<file path="config.mk">
export PLATFORM = sky130hd
export DESIGN_NAME = gpio_multimode_port
export DESIGN_NICKNAME = d
export VERILOG_FILES = /design/src/rtl/gpio_port_pkg.sv /design/src/rtl/gpio_port_regs.sv /design/src/rtl/gpio_pin_drive.sv /design/src/rtl/gpio_in_gate.sv /design/src/rtl/gpio_multimode_port.sv
export SDC_FILE = /design/constraint.sdc
export NUM_CORES = 1
export LEC_CHECK = 0
export CORE_MARGIN = 5
export CORE_UTILIZATION = 64
export CTS_CLUSTER_DIAMETER = 40
export CTS_CLUSTER_SIZE = 24
export DETAILED_ROUTE_END_ITERATION = 7
export DONT_BUFFER_PORTS = 1
export GPL_ROUTABILITY_DRIVEN = 1
export PLACE_DENSITY = 0.79
export RECOVER_POWER = 50
export REMOVE_ABC_BUFFERS = 1
export SYNTH_ARGS = -nofsm -noshare
export SYNTH_HDL_FRONTEND = slang
export SYNTH_SLANG_ARGS = --single-unit
</file>
<file path="constraint.sdc">
create_clock -name clk -period 2 [get_ports clk]
set_clock_uncertainty 0.05 [all_clocks]
set_input_delay 0.2 -clock clk [delete_from_list [all_inputs] [get_ports clk]]
set_output_delay 0.2 -clock clk [all_outputs]
set_load 0.005 [all_outputs]
</file>
<file path="src/rtl/gpio_port_pkg.sv">
package gpio_port_pkg;

    localparam int NPORTS   = 5;
    localparam int PW       = 8;
    localparam int NPIN     = NPORTS * PW;
    localparam int KBD_PORT = 1;

    typedef enum logic [1:0] {
        MD_QUASI  = 2'b00,
        MD_PUSH   = 2'b01,
        MD_INPUT  = 2'b10,
        MD_ODRAIN = 2'b11
    } pin_mode_e;

    typedef enum logic [1:0] {
        SEL_LATCH = 2'd0,
        SEL_MODE0 = 2'd1,
        SEL_MODE1 = 2'd2,
        SEL_NONE  = 2'd3
    } reg_sel_e;

    typedef struct packed {
        logic oe;
        logic dout;
        logic wpu;
        logic spu;
    } pad_ctl_t;

    // Mode a pin takes at reset, from its port, its bit and the fuse
    function automatic pin_mode_e reset_mode(input int port, input int bitn, input logic fuse);
        pin_mode_e m;
        if (port == 0)
            m = MD_ODRAIN;
        else if (port == 4 && bitn < 2)
            m = MD_ODRAIN;
        else if (port == 4 && (bitn == 4 || bitn == 5))
            m = MD_QUASI;
        else
            m = fuse ? MD_INPUT : MD_QUASI;
        return m;
    endfunction

    // Pins whose input buffer stays on in power-down
    function automatic logic wake_exempt(input int port, input int bitn);
        return (port == 3 && (bitn == 2 || bitn == 3)) ||
               (port == 4 && (bitn == 6 || bitn == 7));
    endfunction

endpackage

</file>
<file path="src/rtl/gpio_port_regs.sv">
module gpio_port_regs
    import gpio_port_pkg::*;
(
    input  logic                  clk,
    input  logic                  rst,
    input  logic                  fuse_tri,
    input  logic                  wr_en,
    input  logic [4:0]            wr_addr,
    input  logic [7:0]            wr_data,
    output logic [NPIN-1:0]       latch_q,
    output logic [NPIN-1:0][1:0]  mode_q
);

    logic [2:0] wr_port;
    reg_sel_e   wr_sel;

    assign wr_port = wr_addr[4:2];
    assign wr_sel  = reg_sel_e'(wr_addr[1:0]);

    for (genvar p = 0; p < NPORTS; p++) begin : g_port
        logic                 hit;
        logic [PW-1:0]        lat;
        logic [PW-1:0][1:0]   md;

        assign hit = wr_en && (wr_port == 3'(p));

        always_ff @(posedge clk) begin
            if (rst) begin
                lat <= '1;
                for (int b = 0; b < PW; b++)
                    md[b] <= reset_mode(p, b, fuse_tri);
            end else if (hit) begin
                case (wr_sel)
                    SEL_LATCH: lat <= wr_data;
                    SEL_MODE0: for (int b = 0; b < PW; b++) md[b][0] <= wr_data[b];
                    SEL_MODE1: for (int b = 0; b < PW; b++) md[b][1] <= wr_data[b];
                    default:   ;
                endcase
            end
        end

        assign latch_q[p*PW +: PW] = lat;
        assign mode_q[p*PW +: PW]  = md;
    end

endmodule

</file>
<file path="src/rtl/gpio_pin_drive.sv">
module gpio_pin_drive
    import gpio_port_pkg::*;
#(
    parameter int PULSE_CYCLES = 2
) (
    input  logic       clk,
    input  logic       rst,
    input  logic       latch,
    input  logic [1:0] mode,
    output pad_ctl_t   ctl
);

    localparam int CW = $clog2(PULSE_CYCLES + 1);

    pin_mode_e      md;
    logic           prev;
    logic           rise;
    logic           quasi;
    logic [CW-1:0]  cnt;

    assign md    = pin_mode_e'(mode);
    assign quasi = (md == MD_QUASI);
    assign rise  = latch & ~prev;

    always_ff @(posedge clk) begin
        if (rst) begin
            prev <= 1'b1;
            cnt  <= '0;
        end else begin
            prev <= latch;
            if (!latch || !quasi)
                cnt <= '0;
            else if (rise)
                cnt <= CW'(PULSE_CYCLES - 1);
            else if (cnt != '0)
                cnt <= cnt - 1'b1;
        end
    end

    always_comb begin
        ctl.dout = latch;
        ctl.wpu  = 1'b0;
        ctl.spu  = 1'b0;
        unique case (md)
            MD_QUASI: begin
                ctl.oe  = ~latch;
                ctl.wpu = latch;
                ctl.spu = latch & (rise | (cnt != '0));
            end
            MD_PUSH:   ctl.oe = 1'b1;
            MD_INPUT:  ctl.oe = 1'b0;
            MD_ODRAIN: ctl.oe = ~latch;
            default:   ctl.oe = 1'b0;
        endcase
    end

endmodule

</file>
<file path="src/rtl/gpio_in_gate.sv">
module gpio_in_gate
    import gpio_port_pkg::*;
(
    input  logic            pwr_down,
    input  logic [PW-1:0]   kbd_en,
    input  logic [NPIN-1:0] pad_in,
    output logic [NPIN-1:0] pad_ie,
    output logic [NPIN-1:0] pin_val
);

    for (genvar i = 0; i < NPIN; i++) begin : g_pin
        localparam int PORT = i / PW;
        localparam int BITN = i % PW;
        if (wake_exempt(PORT, BITN)) begin : g_wake
            assign pad_ie[i] = 1'b1;
        end else if (PORT == KBD_PORT) begin : g_kbd
            assign pad_ie[i] = ~pwr_down | kbd_en[BITN];
        end else begin : g_plain
            assign pad_ie[i] = ~pwr_down;
        end
        assign pin_val[i] = pad_ie[i] ? pad_in[i] : 1'b1;
    end

endmodule

</file>
<file path="src/rtl/gpio_multimode_port.sv">
module gpio_multimode_port
    import gpio_port_pkg::*;
#(
    parameter int PULSE_CYCLES = 2
) (
    input  logic            clk,
    input  logic            rst,
    input  logic            fuse_tri,
    input  logic            pwr_down,
    input  logic            wr_en,
    input  logic [4:0]      wr_addr,
    input  logic [7:0]      wr_data,
    input  logic [7:0]      kbd_en,
    input  logic [NPIN-1:0] pad_in,
    output logic [NPIN-1:0] pad_oe,
    output logic [NPIN-1:0] pad_out,
    output logic [NPIN-1:0] pad_wpu,
    output logic [NPIN-1:0] pad_spu,
    output logic [NPIN-1:0] pad_ie,
    output logic [NPIN-1:0] pin_val
);

    logic [NPIN-1:0]      latch_q;
    logic [NPIN-1:0][1:0] mode_q;

    gpio_port_regs u_regs (
        .clk      (clk),
        .rst      (rst),
        .fuse_tri (fuse_tri),
        .wr_en    (wr_en),
        .wr_addr  (wr_addr),
        .wr_data  (wr_data),
        .latch_q  (latch_q),
        .mode_q   (mode_q)
    );

    for (genvar i = 0; i < NPIN; i++) begin : g_drv
        pad_ctl_t ctl;
        gpio_pin_drive #(.PULSE_CYCLES(PULSE_CYCLES)) u_drv (
            .clk   (clk),
            .rst   (rst),
            .latch (latch_q[i]),
            .mode  (mode_q[i]),
            .ctl   (ctl)
        );
        assign pad_oe[i]  = ctl.oe;
        assign pad_out[i] = ctl.dout;
        assign pad_wpu[i] = ctl.wpu;
        assign pad_spu[i] = ctl.spu;
    end

    gpio_in_gate u_gate (
        .pwr_down (pwr_down),
        .kbd_en   (kbd_en),
        .pad_in   (pad_in),
        .pad_ie   (pad_ie),
        .pin_val  (pin_val)
    );

endmodule

</file>
# Yosys cells after proc, flatten, opt, wreduce, memory -nomap -nowiden
# Index checks and enable logic that the tools add are counted.
# word_totals
reg_bits,240
elab_cells,1199
out_inout_bits,240
inputBits,66
# classes
n_eq_ne,126
addsub,40
n_reduce_logical,390
mux,229
bitwise_logic,209
# ops
operator,n
2-bit nonzero test,86
"2-bit equality test, second input constant",81
2-bit OR reduction,80
1-bit 2-to-1 mux,140
16-bit 2-to-1 mux,8
1-bit one-hot mux with 3 select lines,40
3-bit OR reduction,40
"2-bit by 1-bit equality test with 1-bit output, second input constant",41
2-bit zero test,41
2-bit 2-to-1 mux,41
1-bit inverter,81
1-bit bitwise AND,80
1-bit zero test,80
"2-bit by 1-bit subtractor with 2-bit output, second input constant",40
1-bit bitwise OR,48
1-bit logical OR,40
2-bit AND reduction,17
"3-bit by 2-bit equality test with 1-bit output, second input constant",2
1-bit logical AND,5
"3-bit by 1-bit equality test with 1-bit output, second input constant",1
"3-bit equality test, second input constant",1
3-bit zero test,1

# Logic depth before layout (Yosys ltp)
# Gate-level depths: netlist of the first run.
# depth
ltp_word,5
depth_mapped,5
mapped_depth_nobuf,5

# Hierarchy
# A second synthesis of the first run with hierarchy kept.
# unflattened
hier_cells,1256
area_unflattened_um2,12762.2
# modules_own_cells
module,n_inst,area_per_inst_um2,seq_area_each_um2,cells_per_inst
gpio_pin_drive,40,192.7,60.1,21
gpio_port_regs,1,4473.0,2962.8,332
gpio_in_gate,1,581.8,0.0,84

# Least setup slack after synthesis of the first run
# No wires, ideal clock.
# synth_timing
path_type,input to register
startpoint,in rst
endpoint,"reg u_regs.g_port[3].md (netlist bit u_regs.mode_q[48]), enable pin"
n_path_buf,3
t_required_ps,1575
path_slack_ps,379
t_arrival_ps,1196
path_stages,4
setup_ps,375
path_cell_list,buf_2 > clkbuf_1 > buf_1 > o21bai_1
# synth_between
elab_chain_cells,2
word_cells_on_any_way,3
classes_between,reduce/logical (3)
# synth_rtl
element,line_no,source
start: declaration,gpio_multimode_port.sv:7,"input logic rst,"
2-bit nonzero test (no line),--,
2-bit AND reduction (no line) *,--,
end signal: indexed assignment,gpio_port_regs.sv:31,"md[b] <= reset_mode(p, b, fuse_tri);"
end: declaration,gpio_port_regs.sv:23,logic [PW-1:0][1:0] md;
# Every way passes the cells marked *; elsewhere a longest branch is shown, timed or not.
# A chain may end at the register's enable or synchronous reset.

# Worst setup path in the final report of the first run
# layout_timing
startpoint,reg u_regs.g_port[4].md (netlist bit u_regs.mode_q[79])
endpoint,out pad_oe[39]
# layout_between
elab_chain_cells,3
word_cells_on_any_way,6
classes_between,eq/ne (3); mux (1); reduce/logical (2)
# layout_rtl
element,line_no,source
start: declaration,gpio_port_regs.sv:23,
start signal: indexed assignment,gpio_port_regs.sv:31,
2-bit equality test or 2-bit zero test (tied branches),gpio_pin_drive.sv:44,unique case (md)
2-bit OR reduction (no line),--,
1-bit one-hot mux with 3 select lines *,gpio_pin_drive.sv:44,
end: declaration,gpio_multimode_port.sv:15,"output logic [NPIN-1:0] pad_oe,"
# Marks and branches as above.

==> run summary, run 1 <==
The clock tree from TritonCTS is built. The die is 148 microns wide. The initial antenna violation count is 2. The worst path setup slack after routing is 0.129 ns. The detail route stage leaves a number of antenna-violating nets equal to 0. The detailed router put a total of 11,200 microns of wire on met1. Setup repair after global routing left no endpoint under its margin. The boundary pin count is 306. The most common flop cell mapped by yosys is dfxtp_1.

The cell accounting for the most synthesized area is dfxtp_1. The total count of max-transition violations in the final report came out at 0. The ratio of routed vias to standard cells is 5.64. The flow ran to the end, and the final reports show no timing, DRC or antenna violations. The number of buffers between clock root and the deepest sink came out at 3. By area the synthesized netlist is led by dfxtp_1 (30%), edfxtp_1 (14%), ha_1 (12%), inv_1 (6.7%), mux2i_1 (5.9%). The clock period minus worst slack is 1.87 ns.

The met2 routed wirelength is 15,200 microns. The transition time of the tightest slew-check pin came out at 1.05 ns. The worst-case IR drop observed on VDD is 0.864 mV.

In this run the static leakage power is 6.30 nW. The number of gates resized after CTS came out at 0. The synthesized netlist contains 29 unique library cells. Dividing the final minimum period by the clock period gives 93.6%. Clock-pin slew was measured on the worst setup and hold paths at 0.05 ns.

Setup violations remaining at the end of the flow were counted as 0. The layout filler cell count came out at 1,329. The count of TritonRoute iterations in the first routing pass came out at 5.

The normalized max-slew margin came out at 28.9%. The Yosys warning count is 0. In the synthesized netlist, the number of instances is 1,270.

The multi-input combinational cells in the finished layout cover a total of 5260 sq um. inv_1 is the most common cell in the netlist. CTS placed an instance of clkbuf_16 at the clock tree root.

Averaged over all synthesized cells, the footprint is 9.55 sq um. In the synthesized netlist, the cells that appear most often are inv_1 (217), dfxtp_1 (184), ha_1 (120). The global-route usage over all layers came out at 26.8%. The type of the most critical hold path is input pin to register. The arrival time of the worst setup path is 1.62 ns.

The final layout contains 1,462 nets. The area fraction of the dominant cell type after synthesis is 30.4%. The aggregate negative setup slack is 0 ns. The die outline height came out at 148 microns. The number of levels in the clock H-tree is 2.

At the end of the flow the core is filled with cells to 73.1%. The total of flip-flops plus latches after synthesis is 240. The async set or reset register ratio after synthesis is 0%.

The maximum clock frequency came out at 534 MHz. The sequential cell area came out at 5370 sq um. In the routed design, unresolved DRC markers number 0.

The final estimated routing congestion in global placement came out at 0.781. The worst hold slack is 0.0108 ns. The layout overhead on the synthesized area came out at 12.6%. The number of sinks on the clock net is 240. The later pin in the worst-skew pair is clocked with a latency of 0.50 ns.

The worst setup path is captured at an output pin. The cell row count is 50. In this run the cell area of the synthesized design comes to 12,100 sq um. The uppermost layer routed is met4. The worst-path maximum fanout came out at 2. The total vias in the final route is 8,687.

The initial standard-cell utilization of the core came out at 64.8%. The routed wire length on met3 is 2350 microns. In this run the power density over the cells is 906 nW/um^2. The detailed-placement wirelength estimate is 20,600 microns. Clock tree synthesis inserted a total of 36 buffers.

The reported max-cap violation count is 0. The number of DRC markers in iteration 0 came out at 381. The number of global-route vias before repair was 8,812. STA classifies the critical path startpoint as a register.

The number of port buffers came out at 0. The count of flip-flops with a built-in enable after synthesis came out at 56. The die area is 21,800 sq um. The global-route wire length before repair came out at 46,700 microns. The area of the core came out at 18,700 sq um.

After clock tree synthesis, the setup repair step added 0 buffers. The share of layout cells above drive strength 1 is 10.4%. The count of final hold-check violations was 0.

The fraction of the yosys area taken by sequential cells came out at 44.2%. The final routed wirelength across all metal layers came out at 30,100 microns. The class of the most critical setup path is register to output pin. The worst setup timing slack at the placement stage is 0.475 ns. For the worst setup path, the data required time is 1.75 ns. The routed wirelength normalized by instance count came out at 19.6 microns. The largest net degree at the start of global routing came out at 107. After global routing the overflow that remains totals 0.
## sequential cells by signal (all words and copies together) (netlist names)
signal             count
u_regs.g_port.lat     40
g_drv.u_drv.cnt       80
g_drv.u_drv.prev      40
u_regs.mode_q         80
## path summary, 6_finish.rpt
path	endpoint	slack (ns)	cells after the start	start
setup / recovery	pad_oe[39]	0.13	3	u_regs.mode_q[79]
setup reg to reg	g_drv[29].u_drv.cnt[1]	0.13	6	g_drv[29].u_drv.cnt[0]
hold reg to reg	g_drv[22].u_drv.cnt[0]	0.40	1	g_drv[22].u_drv.prev
hold / removal	u_regs.mode_q[78]	0.01	2	wr_data[7]
## stage by stage
stage	total power [mW]	instance area (sq um)	cells
floorplan	5.96	11400	1160
global placement	6.23	11900	1409
detailed placement	6.26	11900	1409
CTS	12.5	13700	1538
global route	12.8	13700	1540
finish	12.4	13700	1540
## where the power goes
part / switching (mW) / internal, mW / total, mW
clock: 2.30 / 3.80 / 6.10
sequential: 0.0928 / 5.13 / 5.22
combinational: 0.650 / 0.410 / 1.06
total: 3.05 / 9.34 / 12.4
## per-layer routing
metal,GRT usage (%),vias up
met5,0.682,-
li1,-,4130
met1,29.2,4129
met3,6.84,91
met4,11.9,0
met2,48.8,337
## critical path, stage by stage (launching register included)
cell and delay [ns]:
edfxtp_1 0.37, inv_1 0.05, ha_1 0.28, mux2i_1 0.43
## layout make-up
| type | count | area share, % |
|---|---|---|
| sequential | 240 | 39.3 |
| multi-input combinational | 703 | 38.5 |
| clock buffer | 47 | 7.20 |
| inverter | 217 | 5.96 |
| timing repair buffer | 78 | 5.44 |
| tap | 234 | 2.14 |
| clock inverter | 19 | 1.47 |
| antenna | 2 | 0.0366 |
## kinds of logic after synthesis
family / after synthesis / share of synthesized area (%)
buffers and inverters: 330 / 12.7
AND/OR/NAND/NOR: 271 / 12.4
flip-flops: 240 / 44.2
AO/OA/AOI/OAI: 196 / 9.41
adder cells (fa/ha/maj): 120 / 12.4
multiplexers: 72 / 5.94
XOR/XNOR: 40 / 2.89
other: 1 / 0.0309
## timing repair
item                       in CTS  in global routing
setup endpoints to repair       0                  0
hold endpoints to repair      200                  0
hold buffers                   63                  0
## placed cells by master (no fill, tap or decap), types with 2 or more instances in the layout
cell / n
dlygate4sd3_1: 62
nand2_2: 2
edfxtp_1: 56
ha_1: 120
a31oi_1: 32
a211oi_1: 40
o21bai_1: 2
nor4b_1: 40
clkinv_4: 3
inv_1: 217
nor2_1: 80
nor2b_1: 4
mux2i_1: 72
inv_6: 5
a21oi_1: 112
a21o_1: 6
clkinv_2: 2
clkbuf_16: 37
or2_2: 60
clkbuf_1: 12
bufinv_16: 2
clkinvlp_4: 3
nand2_1: 49
diode_2: 2
buf_4: 10
clkbuf_8: 2
conb_1: 4
nand2b_1: 29
o21ai_0: 4
dfxtp_1: 184
xor2_1: 40
Note: power is estimated with default switching activity, not from simulation.
==> run 2, diff against run 1 <==
==> constraint.sdc (replaced) <==
create_clock -name clk -period 2 [get_ports clk]
set_clock_uncertainty 0.05 [all_clocks]
set_input_delay 0.1 -clock clk [delete_from_list [all_inputs] [get_ports clk]]
set_output_delay 0.1 -clock clk [all_outputs]
set_load 0.005 [all_outputs]
==> run 2 against run 1 <==
  * Register-to-register slack better by 0.05 ns
  * Worst setup slack worse by 0.0090 ns
  * Combinational power barely moved
  * First-iteration DRC count rose by 11%
  * Core utilization increased by 0.26 points
  * Non-clock buffer count increased by 4
  * Critical path depth is 3 higher
  * Sequential power about the same
  * Via count grew 0.78%
  * Total power grew 0.80%
  * Highest routed layer unchanged
==> run summary, run 2 (same netlist as run 1, synthesis figures left out) <==
The flow ran to the end, and the final reports show no timing, DRC or antenna violations. From synthesis to final layout, the design area changed by 13.0%. The endpoint type of the worst setup path is a register. Cells with a size suffix above 1 make up 10.2% of the layout. Summing all non-filler instances in the final layout gives an area of 13,700 sq um. The tightest hold path in the finished design has a slack of 0.0383 ns. The cell row count came out at 50.

Dividing the detail-routed via count by the number of cells gives 5.69. The die is 148 microns tall. The number of global-route vias before repair was 8,947. The clock tree from TritonCTS is built. Data on the critical path is required at its endpoint by 2.38 ns. The worst vdd rail ir drop is 0.836 mV. The final estimated routing congestion in global placement came out at 0.812. Dividing the detail-routed wire length by the instance count gives 19.7 microns. The total congestion overflow after global routing is 0. The total number of nets in the final design is 1,464. In this run, CTS created clock tree buffers numbering 34. The arrival time of the worst setup path came out at 2.26 ns. In this run the critical register-to-register path is captured at g_drv[32].u_drv.cnt[0]. The die covers 21,800 sq um.

The reported max-cap violation count is 0. Clock tree synthesis selected as its root buffer the cell clkbuf_16. The detailed router finished its first iteration with 423 violations. The class of the most critical setup path is input pin to register. The area of the core came out at 18,700 sq um. The layout filler cell count is 1,258. The number of port buffers came out at 0. The part of the cycle the worst path needs came out at 94.0%. Measured against its own limit, the worst slew margin works out to 45.8%. The total vias in the final route came out at 8,755. 306 I/O pins were placed. The maximum clock frequency came out at 532 MHz. The transition time of the tightest slew-check pin came out at 0.811 ns.

The initial standard-cell utilization of the core came out at 64.8%. The number of cells on the worst reg-to-reg path came out at 5. The worst setup timing slack at the placement stage is 0.497 ns. In the layout the commonest cells are inv_1 (217), dfxtp_1 (184), ha_1 (120). Setup total negative slack on the finished layout was measured at 0 ns. The total count of max-transition violations in the final report came out at 0.

The tree built by TritonCTS fans out to 240 sinks. From left edge to right edge, the die measures 148 microns. The number of instances on the worst hold path is 3. Measured on the finished design, the core utilization comes to 73.3%. The leakage dissipation is 6.32 nW.

Across all setup checks in the final design, the least slack found is 0.120 ns. The initial antenna violation count is 1. The number of remaining DRC errors came out at 0. The worst register-to-register path begins at g_drv[32].u_drv.cnt[0]. The global-route usage over all layers came out at 27.0%. The clock period minus worst slack is 1.88 ns. The number of buffers between clock root and the deepest sink came out at 3. The detailed-placement wirelength estimate came out at 20,600 microns.

The setup check on the worst reg-to-reg path leaves a slack of 0.18 ns. Of all nets on the critical path, the largest fanout is 20. Setup repair after global routing left no endpoint under its margin. The hold path endpoint is u_regs.g_port[2].lat[5]. The post-place instance area is 11,800 sq um. The number of antenna-violating nets in the routed design came out at 0.

In this run the most critical hold path is launched from wr_en. Before antenna repair, the detailed router went through 5 iterations. The largest net degree at the start of global routing came out at 116. The multi-input combinational cells in the finished layout cover a total of 5270 sq um. The later-pin clock latency in the skew report is 0.50 ns. The tightest min-delay check is of the input pin to register type. Across the whole layout, storage elements account for 5370 sq um.

The number of levels in the clock H-tree came out at 2. The post-CTS clock slew at the launch and capture registers of the worst setup and hold paths is 0.06 ns. The final routed wirelength across all metal layers came out at 30,200 microns.

Setup violations remaining at the end of the flow were counted as 0. The count of final hold-check violations is 0. The power per cell area came out at 910 nW/um^2.

The global-route wire length before repair came out at 47,200 microns. Leaving out fill and tap cells, the most frequent cell in the layout is inv_1. STA classifies the critical path startpoint as an input pin.
==> run 2: cell count changes in the layout (fill, tap and decap cells not counted), moves of 2 or more <==
cell	delta
clkinv_1	+3
bufinv_16	+3
clkinvlp_4	+2
clkbuf_1	-7
inv_6	-3
clkbuf_16	-2
dlygate4sd3_1	+5
clkinv_4	-2
==> run 2: area by class of cell <==
| cell class | count | share of cell area (%) |
|---|---|---|
| Tap cell | 234 | 2.14 |
| Sequential cell | 240 | 39.1 |
| Clock buffer | 38 | 6.61 |
| Multi-Input combinational cell | 703 | 38.4 |
| Antenna cell | 1 | 0.0182 |
| Timing Repair Buffer | 82 | 5.73 |
| Inverter | 217 | 5.94 |
| Clock inverter | 23 | 1.99 |
==> run 2: repair_timing <==
action                                  4_1_cts  5_1_grt
setup buffers                                 0        1
endpoints found under the hold margin       263        0
endpoints found under the setup margin        0        1
hold buffers                                 68        0
resized for setup                             0        0
==> run 2: how the worst max path moves through the flow <==
stage / from / to / slack (ns) / cells after the start
after floorplan: wr_addr[0] / u_regs.g_port[3].lat[0] / -1.25 / 3
after global placement: wr_en / u_regs.mode_q[31] / 0.57 / 2
after detailed placement: wr_en / u_regs.mode_q[21] / 0.50 / 2
after CTS: wr_addr[2] / u_regs.mode_q[10] / 0.10 / 5
after global routing: u_regs.mode_q[24] / g_drv[12].u_drv.cnt[1] / 0.05 / 5
final: wr_addr[1] / u_regs.g_port[0].lat[4] / 0.12 / 6
==> run 2: worst max-delay path, cell delays in order <==
cell	delay (ns)
dlygate4sd3_1	0.59
nor2_4	0.45
buf_4	0.31
a21oi_1	0.09
a31oi_1	0.14
dlygate4sd3_1	0.57
==> run 2: power by group <==
| part | total, mW | switching (mW) | internal, mW |
|---|---|---|---|
| sequential | 5.22 | 0.0879 | 5.13 |
| clock | 6.19 | 2.24 | 3.95 |
| combinational | 1.08 | 0.665 | 0.412 |
==> run 2: per-stage QoR <==
step / power [mW] / cells
3_3_place_gp: 6.22 / 1407
4_1_cts: 12.6 / 1536
5_1_grt: 12.9 / 1538
3_5_place_dp: 6.25 / 1407
2_1_floorplan: 5.96 / 1160
6_report: 12.5 / 1538
==> run 2: routing by layer <==
metal / global-route usage (%) / vias to the layer above / wire length, microns
met5: 0 / - / 0
li1: - / 4129 / -
met1: 29.0 / 4165 / 11000
met3: 7.79 / 99 / 2380
met4: 13.8 / 0 / 1560
met2: 48.4 / 362 / 15300
==> run 3, diff against run 2 <==
SYNTH_HIERARCHICAL = 1   (was unset)
==> run 3 against run 2 <==
  * Register-to-register slack lost 0.02 ns
  * Synthesized cell count shrank 1.1%
  * Global-route usage grew 1.9 points
  * Critical path depth shrank 1
  * Cell count grew 4.1%
  * Synthesized area grew 5.2%
  * Total power grew 0.92%
  * Largest cell class is now multi-input combinational cells
  * Largest power group unchanged
==> run summary, run 3 <==
Yosys instantiated no cell more often than inv_1. The tree is rooted in a clkbuf_16. Measured against its own limit, the worst slew margin works out to 42.8%. The number of levels in the clock H-tree is 2. The share of layout cells above drive strength 1 came out at 13.2%. After synthesis, the mean cell area works out to 10.2 sq um.

The class of the most critical setup path is register to register. The most common library cell in the layout ignoring fill and taps is inv_1. The number of sinks on the clock net is 240. The final estimated routing congestion in global placement came out at 0.813. Summing internal, switching and leakage power gives 12.6 mW. Among all stages on the critical path, the largest delay is contributed by dlygate4sd3_1. The layout overhead on the synthesized area is 15.5%. The repair_antennas step left the layout with diodes totalling 0. In this run the critical register-to-register path is captured at g_drv[4].u_drv/cnt[0]. The ratio of routed vias to standard cells is 5.61. On the worst path, the slowest cell contributes a delay of 0.60 ns.

The critical path ends at g_drv[4].u_drv/cnt[0]. The depth of the critical timing path with buffers and inverters included is 5. By area, the combinational part of the netlist is dominated by simple AND/OR/NAND/NOR gates. Subtracting the final worst setup slack from the clock period gives 1.84 ns. The startpoint of the worst-slack reg-to-reg timing path is g_drv[4].u_drv/cnt[0]. The final core utilization is 75.5%. The die outline height came out at 151 microns. Broken down by cell family, the worst path's largest delay share belongs to buffers and inverters. The synthesized design contains 56 enable-type register cells. After synthesis, the most frequently instantiated cells are inv_1 (203), dfxtp_1 (184), ha_1 (120).

The fraction of the mapped netlist area in simple logic gates is 15.5%. The worst vdd rail ir drop is 0.674 mV. The compound-cell area share of the yosys netlist is 10.3%. The source of the critical timing path is g_drv[4].u_drv/cnt[0]. In the global route stage, overall resource usage came out at 28.9%. The later-pin clock latency in the skew report is 0.50 ns. The part of the cycle the worst path needs is 92.2%. The number of different library cells in the post-synthesis netlist is 39. The worst hold slack is 0.0326 ns.

The count of TritonRoute iterations in the first routing pass is 5. The global-route wire length before repair is 50,900 microns. The count of final hold-check violations came out at 0.

Traced cell by cell, the critical path runs through inv_1 -> ha_1 -> xor2_1 -> a211oi_2 -> dlygate4sd3_1. The largest net degree at the start of global routing came out at 127. The proportion of synthesized area in mux cells came out at 6.43%. The type of the most critical hold path is input pin to register.

The routed wirelength normalized by instance count is 20.9 microns. The routed layout has 8,988 vias. The total of flip-flops plus latches after synthesis is 240.

By area the synthesized netlist is led by dfxtp_1 (29%), edfxtp_1 (13%), ha_1 (12%), mux2i_1 (6.4%), inv_1 (6.0%). The number of DRC markers in iteration 0 came out at 406. The register-to-register setup slack is 0.16 ns.

After legalization and detailed placement, the total HPWL measured 22,300 microns. The number of antenna-violating nets in the routed design came out at 0. Of all nets on the critical path, the largest fanout is 4. The synthesized design devotes to its leading area cell type 28.9% of total area.

Counting cells, the worst reg-to-reg path comes to 5. The async set or reset register ratio after synthesis is 0%. The leakage dissipation is 6.30 nW. The clock passes through at most 3 buffers. STA classifies the critical path startpoint as a register.

The Yosys step of the flow raised 6 warnings. The number of global-route vias before repair is 9,235. The area of the core came out at 19,500 sq um. The required time reported for the critical path endpoint is 2.39 ns. The worst path buffer plus inverter count is 2. The final routed wirelength across all metal layers came out at 33,500 microns. The largest total area in the synthesized netlist belongs to dfxtp_1. The die area is 22,900 sq um. The post-synthesis share of cell area spent on full adders, half adders and majority gates came out at 11.8%. Setup repair after global routing left no endpoint under its margin.

In this run the cell area of the synthesized design comes to 12,800 sq um. Setup violations remaining at the end of the flow were counted as 0. In the final design database the tool counted 1,496 nets. The number of port buffers came out at 0.

The number of buffers created by CTS is 35. The transition time of the tightest slew-check pin came out at 0.862 ns. Among all flip-flop cells after synthesis, the most frequent one is dfxtp_1. The aggregate negative setup slack is 0 ns.

From left edge to right edge, the die measures 151 microns. The clock tree from TritonCTS is built. The initial antenna violation count came to 1. The floorplan has 51 rows.

After Yosys synthesis, XOR and XNOR cells account for 2.75% of the synthesized area. For this configuration, the core starts out at a cell density of 65.4%. The fraction of the yosys area taken by sequential cells is 42.0%. The run finished with clean final reports.

For this design the ratio of total power to cell area is 855 nW/um^2. The total count of max-transition violations in the final report was 0. The total congestion overflow after global routing came out at 0. For this run, design rule violations remaining after detail routing come to 0.

The maximum clock frequency came out at 543 MHz. The arrival time of the worst setup path came out at 2.24 ns. The post-CTS clock slew at the launch and capture registers of the worst setup and hold paths came out at 0.06 ns.

The boundary pin count is 306. The endpoint type of the worst setup path is a register. The number of standard cells after synthesis came out at 1,256. The reported max-cap violation count is 0.

The top cell types in the final layout, fill and taps aside, are inv_1 (203), dfxtp_1 (184), ha_1 (120).
-- run 3: cell types whose count changed after synthesis, moves of 32 or more --
cell and change:
a21oi_1 -72, a211oi_2 +40, nor4b_1 -40, nand4b_1 +39, nor2b_1 +42, a31oi_1 -32
-- run 3: repair_timing --
action	in CTS	in global routing
buffers inserted	0	0
endpoints found under the hold margin	248	0
resized for setup	0	0
hold buffers	104	0
-- run 3: cell type report --
class,count,area (sq um)
inverter,203,762
sequential,240,5370
multi-input combinational,722,5980
tap,265,332
fill,1345,4790
timing repair buffer,108,1080
clock inverter,23,272
clock buffer,40,947
-- run 3: logic make-up after synthesis --
logic type               after synthesis
AO/OA/AOI/OAI                        157
buffers and inverters                297
flip-flops                           240
other                                  1
XOR/XNOR                              40
adder cells (fa/ha/maj)              120
AND/OR/NAND/NOR                      319
multiplexers                          82
-- run 3: worst min path at each step --
| stage | startpoint | end | cells past startpoint |
|---|---|---|---|
| 4_1_cts | wr_addr[3] | u_regs/g_port[3].lat[0] | 3 |
| 3_3_place_gp | rst | g_drv[1].u_drv/cnt[0] | 1 |
| 6_report | wr_addr[3] | u_regs/g_port[3].lat[2] | 3 |
| 2_1_floorplan | rst | g_drv[0].u_drv/cnt[0] | 1 |
| 5_1_grt | wr_addr[3] | u_regs/g_port[3].lat[2] | 3 |
| 3_5_place_dp | rst | g_drv[1].u_drv/cnt[0] | 1 |
-- run 3: power by group --
part	switching [mW]	internal, mW	total, mW
Sequential	0.0876	5.13	5.21
Combinational	0.663	0.432	1.10
Clock	2.40	3.89	6.29
-- run 3: worst reg2reg max path: cells and delay by family, from the launching register on --
| kind | cells | cell delay, ns |
|---|---|---|
| adders and majority gates | 1 | 0.26 |
| buffers and inverters | 2 | 0.66 |
| xor gates and xnor gates | 1 | 0.20 |
| AOI/OAI and AO/OA | 1 | 0.27 |
| DFF | 1 | 0.35 |
-- run 3: through the flow --
stage	setup slack [ns]	cell area, sq um	instances
after floorplan	0.333	12100	1165
after detailed placement	0.617	12500	1434
final	0.157	14700	1601
after CTS	0.214	14700	1601
after global routing	0.0885	14700	1601
after global placement	0.658	12500	1434
-- run 3: routing by layer --
layer	track usage, %	vias up	share of wire (%)
met4	12.0	0	4.0
met1	30.2	4326	35
li1	-	4243	-
met2	53.4	352	52
met5	0	-	0
met3	8.92	67	8.6
